==> src/rtl/sdram_seq_pkg.sv <==
package sdram_seq_pkg;

  typedef enum logic [2:0] {
    CMD_NOP = 3'd0,
    CMD_ACT = 3'd1,
    CMD_RD  = 3'd2,
    CMD_WR  = 3'd3,
    CMD_PRE = 3'd4
  } cmd_e;

  // Clock cycles occupied by one burst on the bus (two words per clock).
  function automatic int unsigned burst_clks(input logic [1:0] sel);
    case (sel)
      2'd0:    return 1;
      2'd1:    return 2;
      default: return 4;
    endcase
  endfunction

  // Cycles from a column command with auto precharge until the bank is closed.
  function automatic int unsigned ap_hold(input logic [1:0] sel, input logic is_read,
                                          input int unsigned cas);
    if (is_read) return cas + burst_clks(sel);
    return 1 + burst_clks(sel);
  endfunction

endpackage

==> src/rtl/sdram_bank_state.sv <==
module sdram_bank_state #(
  parameter int ROW_W = 13,
  parameter int CNT_W = 3
) (
  input  logic             clk,
  input  logic             rst_n,
  input  logic             act_fire,
  input  logic [ROW_W-1:0] act_row,
  input  logic             pre_fire,
  input  logic             ap_fire,
  input  logic [CNT_W-1:0] ap_len,
  output logic             open_o,
  output logic [ROW_W-1:0] row_o,
  output logic             busy_o,
  output logic             expire_o
);

  logic             open_q;
  logic [ROW_W-1:0] row_q;
  logic [CNT_W-1:0] ap_cnt_q;

  assign open_o   = open_q;
  assign row_o    = row_q;
  assign busy_o   = (ap_cnt_q != '0);
  assign expire_o = (ap_cnt_q == CNT_W'(1));

  always_ff @(posedge clk) begin
    if (!rst_n) begin
      open_q <= 1'b0;
      row_q  <= '0;
    end else if (act_fire) begin
      open_q <= 1'b1;
      row_q  <= act_row;
    end else if (pre_fire || expire_o) begin
      open_q <= 1'b0;
    end
  end

  always_ff @(posedge clk) begin
    if (!rst_n)              ap_cnt_q <= '0;
    else if (ap_fire)        ap_cnt_q <= ap_len;
    else if (ap_cnt_q != '0) ap_cnt_q <= ap_cnt_q - CNT_W'(1);
  end

  a_r9_expire_closes: assert property (@(posedge clk) disable iff (!rst_n)
    (expire_o && !act_fire) |=> !open_q);

  a_r2_act_opens_row: assert property (@(posedge clk) disable iff (!rst_n)
    act_fire |=> (open_q && row_q == $past(act_row)));

  a_r8_ap_marks_busy: assert property (@(posedge clk) disable iff (!rst_n)
    ap_fire |=> busy_o);

endmodule

==> src/rtl/sdram_rd_window.sv <==
module sdram_rd_window
  import sdram_seq_pkg::*;
#(
  parameter int CAS_LAT  = 3,
  parameter int MAX_BCLK = 4
) (
  input  logic       clk,
  input  logic       rst_n,
  input  logic       rd_fire,
  input  logic [1:0] burst_sel,
  output logic       win_o
);

  localparam int DEPTH = CAS_LAT + MAX_BCLK;

  logic [DEPTH-1:0] sr_q;
  logic [DEPTH-1:0] mask;

  always_comb begin
    for (int i = 0; i < DEPTH; i++) begin
      mask[i] = (i >= CAS_LAT) && (i < CAS_LAT + int'(burst_clks(burst_sel)));
    end
  end

  always_ff @(posedge clk) begin
    if (!rst_n) sr_q <= '0;
    else        sr_q <= (sr_q >> 1) | (rd_fire ? mask : '0);
  end

  assign win_o = sr_q[0];

  a_r6_no_window_without_read: assert property (@(posedge clk) disable iff (!rst_n)
    (sr_q == '0 && !rd_fire) |=> !win_o);

endmodule

==> src/rtl/sdram_cmd_seq.sv <==
module sdram_cmd_seq
  import sdram_seq_pkg::*;
#(
  parameter int NUM_BANKS = 4,
  parameter int ROW_W     = 13,
  parameter int COL_W     = 10,
  parameter int CAS_LAT   = 3
) (
  input  logic                         clk,
  input  logic                         rst_n,
  input  logic                         req_valid,
  output logic                         req_ready,
  input  logic                         req_write,
  input  logic [$clog2(NUM_BANKS)-1:0] req_bank,
  input  logic [ROW_W-1:0]             req_row,
  input  logic [COL_W-1:0]             req_col,
  input  logic                         req_autopre,
  input  logic [1:0]                   req_burst,
  output logic [2:0]                   cmd_code,
  output logic [$clog2(NUM_BANKS)-1:0] cmd_bank,
  output logic [((ROW_W > COL_W) ? ROW_W : COL_W)-1:0] cmd_addr,
  output logic                         cmd_autopre,
  output logic                         rd_window,
  output logic [NUM_BANKS-1:0]         bank_open
);

  localparam int BANK_W   = $clog2(NUM_BANKS);
  localparam int ADDR_W   = (ROW_W > COL_W) ? ROW_W : COL_W;
  localparam int MAX_BCLK = 4;
  localparam int CNT_W    = $clog2(CAS_LAT + MAX_BCLK + 1);
  localparam int GAP_W    = $clog2(MAX_BCLK + 1);

  // Single request slot
  logic              pend_v;
  logic              pend_wr;
  logic [BANK_W-1:0] pend_bank;
  logic [ROW_W-1:0]  pend_row;
  logic [COL_W-1:0]  pend_col;
  logic              pend_ap;
  logic [1:0]        pend_bs;

  // Per-bank tracker outputs
  logic [NUM_BANKS-1:0] open_w, busy_w, expire_w;
  logic [ROW_W-1:0]     row_w [NUM_BANKS];
  logic [NUM_BANKS-1:0] act_fire, pre_fire, ap_fire;

  // Named internal events
  logic tgt_open, tgt_busy, row_hit, gap_clear;
  logic col_issue, req_take;
  cmd_e nxt_cmd;
  logic [CNT_W-1:0] ap_len;
  logic [GAP_W-1:0] gap_q;

  cmd_e              cmd_q;
  logic [BANK_W-1:0] bank_q;
  logic [ADDR_W-1:0] addr_q;
  logic              ap_q;

  assign req_ready = !pend_v;
  assign req_take  = req_valid && req_ready;

  assign tgt_open  = open_w[pend_bank] && !expire_w[pend_bank];
  assign tgt_busy  = busy_w[pend_bank] && !expire_w[pend_bank];
  assign row_hit   = (row_w[pend_bank] == pend_row);
  assign gap_clear = (gap_q == '0);

  always_comb begin
    nxt_cmd = CMD_NOP;
    if (pend_v && !tgt_busy) begin
      if (tgt_open && !row_hit) nxt_cmd = CMD_PRE;
      else if (!tgt_open)       nxt_cmd = CMD_ACT;
      else if (gap_clear)       nxt_cmd = pend_wr ? CMD_WR : CMD_RD;
    end
  end

  assign col_issue = (nxt_cmd == CMD_RD) || (nxt_cmd == CMD_WR);
  assign ap_len    = CNT_W'(ap_hold(pend_bs, !pend_wr, CAS_LAT));

  genvar g;
  generate
    for (g = 0; g < NUM_BANKS; g++) begin : g_bank
      assign act_fire[g] = (nxt_cmd == CMD_ACT) && (pend_bank == BANK_W'(g));
      assign pre_fire[g] = (nxt_cmd == CMD_PRE) && (pend_bank == BANK_W'(g));
      assign ap_fire[g]  = col_issue && pend_ap && (pend_bank == BANK_W'(g));

      sdram_bank_state #(
        .ROW_W (ROW_W),
        .CNT_W (CNT_W)
      ) u_bank (
        .clk      (clk),
        .rst_n    (rst_n),
        .act_fire (act_fire[g]),
        .act_row  (pend_row),
        .pre_fire (pre_fire[g]),
        .ap_fire  (ap_fire[g]),
        .ap_len   (ap_len),
        .open_o   (open_w[g]),
        .row_o    (row_w[g]),
        .busy_o   (busy_w[g]),
        .expire_o (expire_w[g])
      );
    end
  endgenerate

  // Request slot
  always_ff @(posedge clk) begin
    if (!rst_n) begin
      pend_v    <= 1'b0;
      pend_wr   <= 1'b0;
      pend_bank <= '0;
      pend_row  <= '0;
      pend_col  <= '0;
      pend_ap   <= 1'b0;
      pend_bs   <= '0;
    end else if (col_issue) begin
      pend_v <= 1'b0;
    end else if (req_take) begin
      pend_v    <= 1'b1;
      pend_wr   <= req_write;
      pend_bank <= req_bank;
      pend_row  <= req_row;
      pend_col  <= req_col;
      pend_ap   <= req_autopre;
      pend_bs   <= req_burst;
    end
  end

  // Column command spacing
  always_ff @(posedge clk) begin
    if (!rst_n)              gap_q <= '0;
    else if (col_issue)      gap_q <= GAP_W'(burst_clks(pend_bs) - 1);
    else if (gap_q != '0)    gap_q <= gap_q - GAP_W'(1);
  end

  // Registered command outputs
  always_ff @(posedge clk) begin
    if (!rst_n) begin
      cmd_q  <= CMD_NOP;
      bank_q <= '0;
      addr_q <= '0;
      ap_q   <= 1'b0;
    end else begin
      cmd_q  <= nxt_cmd;
      bank_q <= (nxt_cmd == CMD_NOP) ? '0 : pend_bank;
      ap_q   <= col_issue && pend_ap;
      if (nxt_cmd == CMD_ACT)  addr_q <= ADDR_W'(pend_row);
      else if (col_issue)      addr_q <= ADDR_W'(pend_col);
      else                     addr_q <= '0;
    end
  end

  sdram_rd_window #(
    .CAS_LAT  (CAS_LAT),
    .MAX_BCLK (MAX_BCLK)
  ) u_rdwin (
    .clk       (clk),
    .rst_n     (rst_n),
    .rd_fire   (nxt_cmd == CMD_RD),
    .burst_sel (pend_bs),
    .win_o     (rd_window)
  );

  assign cmd_code    = cmd_q;
  assign cmd_bank    = bank_q;
  assign cmd_addr    = addr_q;
  assign cmd_autopre = ap_q;
  assign bank_open   = open_w;

  a_r2_col_to_open_bank: assert property (@(posedge clk) disable iff (!rst_n)
    (cmd_code == CMD_RD || cmd_code == CMD_WR) |-> bank_open[cmd_bank]);

  a_r4_pre_closes_bank: assert property (@(posedge clk) disable iff (!rst_n)
    (cmd_code == CMD_PRE) |-> !bank_open[cmd_bank]);

  a_r10_slot_fills: assert property (@(posedge clk) disable iff (!rst_n)
    req_take |=> !req_ready);

  a_r8_no_ap_on_other_cmds: assert property (@(posedge clk) disable iff (!rst_n)
    cmd_autopre |-> (cmd_code == CMD_RD || cmd_code == CMD_WR));

endmodule

==> config.mk <==
export PLATFORM = sky130hd
export DESIGN_NAME = sdram_cmd_seq
export DESIGN_NICKNAME = d
export VERILOG_FILES = /design/src/rtl/sdram_seq_pkg.sv /design/src/rtl/sdram_bank_state.sv /design/src/rtl/sdram_rd_window.sv /design/src/rtl/sdram_cmd_seq.sv
export SDC_FILE = /design/constraint.sdc
export NUM_CORES = 1
export LEC_CHECK = 0
export BUFFER_PORTS_ARGS = -buffer_cell sky130_fd_sc_hd__buf_2
export CORE_ASPECT_RATIO = 0.6
export CORE_MARGIN = 1.5
export CORE_UTILIZATION = 55
export CTS_BUF_LIST = sky130_fd_sc_hd__clkbuf_16
export DETAILED_ROUTE_END_ITERATION = 16
export GPL_TIMING_DRIVEN = 0
export HOLD_SLACK_MARGIN = 0.02
export PLACE_DENSITY = 0.81
export REMOVE_ABC_BUFFERS = 1
export SYNTH_ARGS = -nofsm -noshare
export SYNTH_HDL_FRONTEND = slang
export SYNTH_SLANG_ARGS = --single-unit
==> constraint.sdc <==
create_clock -name clk -period 7.8 [get_ports clk]
set_input_delay 1.17 -clock clk [delete_from_list [all_inputs] [get_ports clk]]
set_output_delay 1.17 -clock clk [all_outputs]
set_load 0.005 [all_outputs]
==> results.json <==
{
  "vias": 4343,
  "drive_gt1_share_pct": 17.6,
  "finalCritPeriodShare_pct": 58.6,
  "finalSetupViolations": 0,
  "clockBufferDepth": 2,
  "grt_pass1_vias": 4243,
  "status": "finished, final reports clean",
  "cts_setup_buffers": 0,
  "fin_nets": 653,
  "core_sq_um": 9840,
  "grtUsageTotal_pct": 25.8,
  "synth_area_per_cell_sq_um": 9.81,
  "drc": 0,
  "maxCapViolations": 0,
  "ys_seq_area_share_pct": 45.7,
  "drtIter0Drc": 368,
  "clk_pin_slew_ns": 0.05,
  "antenna_left": 0,
  "port_buffers": 56,
  "p_per_area_nw_per_um2": 316,
  "worstPathArrival_ns": 4.81,
  "cts_buffers": 17,
  "rows": 28,
  "clockRootBuffer": "clkbuf_16",
  "cts.repair.resized": 0,
  "dr.pass1.iters": 5,
  "worstPathRequired_ns": 8.04,
  "slew_viol_final": 0,
  "start_kind": "flip-flop",
  "worst_pin_slew_ns": 1.36,
  "clock-sinks": 127,
  "synth_cell_type_count": 46,
  "antenna_found_initial": 0,
  "path_class": "flip-flop to flip-flop",
  "diodes": 0,
  "gp_congestion": 0.899,
  "ir_drop_mv": 0.204,
  "die_x_um": 133,
  "tns_ns": 0,
  "p_leak_nw": 2.48,
  "skew_ns": 0.0131,
  "dpl.hpwl_um": 8450,
  "min_path_type": "flip-flop to flip-flop",
  "wl_um": 13400,
  "fin_hold_ws_ns": 0.435,
  "syn_to_final_growth_pct": 16.0,
  "grt_pass1_wl_um": 21200,
  "syn_area_sq_um": 5560,
  "rsz0062_at_grt": "false",
  "ys.flop_type": "dfxtp_1",
  "cp-end-kind": "flip-flop",
  "relSlewSlack_pct": 8.84,
  "hold_buffers": 0,
  "ioPinCount": 57,
  "crit_fanout": 26,
  "wire_per_inst_um": 17.8,
  "grt_overflow": 0,
  "start_util_pct": 56.5,
  "die_y_um": 80.9,
  "finalHoldViolCount": 0,
  "ys_seq_elements": 127,
  "async_flop_share_pct": 0,
  "yosys_warnings": 0,
  "min_period_ns": 4.57,
  "fmax_mhz": 219,
  "clk_latency_ns": 0.42,
  "syn_inst": 567,
  "dieArea_sq_um": 10700,
  "grt_start_max_net_pins": 83,
  "cts_tree": "yes",
  "synth_edf_count": 0,
  "via_per_inst": 5.76,
  "h-tree-depth": 4
}
-- routing by layer --
metal  share of wire [%]  vias up  wire length (um)  GRT usage (%)
met5                   0        -                 0              0
met3                 6.9       24               921           6.62
met4                 1.7        0               225           10.3
met2                  47      184              6280           43.1
met1                  45     2104              5980           32.4
li1                    -     2031                 -              -
-- critical path, cell delays in order, from the launching register on --
cell     delay (ns)
dfxtp_1        1.16
mux4_2         0.64
xnor2_1        0.18
nand4_1        0.22
nor4_4         0.69
o21ai_4        0.22
nor4_4         1.06
mux2i_1        0.21
-- logic make-up after synthesis --
logic type | after synthesis | synth area share [%]
adders and majority gates | 15 | 3.51
buffers and inverters | 61 | 5.58
and+or+nand+nor | 197 | 17.0
AOI/OAI and AO/OA | 76 | 8.70
xor gates and xnor gates | 19 | 3.13
muxes | 72 | 16.4
DFF | 127 | 45.7
-- path summary, 6_finish.rpt --
kind / depth (start not counted) / start / slack, ns / endpoint
worst max-delay path: 7 / pend_bank[0] / 3.23 / g_bank[0].u_bank.row_o[7]
worst max register to register: 7 / pend_bank[0] / 3.23 / g_bank[0].u_bank.row_o[7]
worst min register to register: 1 / u_rdwin.sr_q[2] / 0.43 / u_rdwin.sr_q[1]
worst min-delay path: 1 / u_rdwin.sr_q[2] / 0.43 / u_rdwin.sr_q[1]
-- area by class of cell --
class                      instances  area (sq um)
timing repair buffer              58           315
inverter                          23          86.3
multi-input combinational        379          2710
sequential                       127          2540
tap                              135           169
clock buffer                      17           425
clock inverter                    15           201
fill                             696          3390
-- registers in the layout, summed over array words and instances, names as in the netlist, 2 cells and up --
register and cells:
cmd_addr 13, cmd_bank 2, cmd_code 3, g_bank.u_bank.ap_cnt_q 12, g_bank.u_bank.open_o 4, g_bank.u_bank.row_o 52
gap_q 3, pend_bank 2, pend_bs 2, pend_col 10, pend_row 13, u_rdwin.sr_q 7
-- synth_stat cells (2+ instances only) --
cell type	number	area share, %
a221oi_1	4	0.63
o21a_1	6	0.81
nor4_4	2	0.76
xnor2_1	17	2.7
nor4bb_1	2	0.36
clkbuf_1	20	1.3
and3_1	4	0.45
a31oi_1	8	0.90
inv_1	22	1.5
nor2_1	19	1.3
nand2_1	129	8.7
buf_1	2	0.13
buf_6	5	1.0
nor3b_4	3	1.0
nand4_1	12	1.3
and2_1	12	1.3
or3_1	2	0.22
a22o_1	10	1.6
dfxtp_1	127	46
a21oi_1	38	3.4
o21ai_0	3	0.27
o22a_1	2	0.31
nand3_1	3	0.27
buf_4	6	0.81
mux2i_1	57	10
buf_2	4	0.36
nor2b_1	3	0.34
mux4_2	14	5.7
ha_1	14	3.1
-- through the flow --
| stage | setup WS, ns | instance area, sq um | utilization, % | power (mW) | instances |
|---|---|---|---|---|---|
| final | 3.23 | 6450 | 65.6 | 2.04 | 754 |
| after global routing | 2.98 | 6450 | 65.6 | 2.12 | 754 |
| after CTS | 3.08 | 6430 | 65.4 | 2.03 | 753 |
| after detailed placement | 3.08 | 5810 | 59.0 | 1.19 | 721 |
| after global placement | 3.20 | 5790 | 58.8 | 1.16 | 720 |
| after floorplan | 4.12 | 5340 | - | 1.07 | 529 |
-- cells in the final DEF (no fill, tap or decap), types with 3 or more instances in the layout --
| cell type | Yosys | final |
|---|---|---|
| nand2_1 | 129 | 129 |
| dfxtp_1 | 127 | 126 |
| mux2i_1 | 57 | 57 |
| buf_2 | 4 | 56 |
| a21oi_1 | 38 | 38 |
| inv_1 | 22 | 24 |
| nor2_1 | 19 | 19 |
| xnor2_1 | 17 | 17 |
| clkbuf_16 | 0 | 17 |
| mux4_2 | 14 | 14 |
| ha_1 | 14 | 14 |
| nand4_1 | 12 | 12 |
| and2_1 | 12 | 12 |
| a22o_1 | 10 | 10 |
| a31oi_1 | 8 | 8 |
| o21a_1 | 6 | 6 |
| clkinv_1 | 1 | 5 |
| bufinv_16 | 0 | 5 |
| a221oi_1 | 4 | 4 |
| and3_1 | 4 | 4 |
| nand3_1 | 3 | 3 |
| o21ai_0 | 3 | 3 |
| nor3b_4 | 3 | 3 |
-- report_power, final --
part,internal [mW],total (mW),leakage (nW),switching [mW]
registers,0.706,0.753,1.03,0.0468
clock network,0.559,0.844,0.305,0.285
logic,0.190,0.441,1.14,0.251
total,1.46,2.04,2.48,0.583
(Power assumes the default switching activity.)
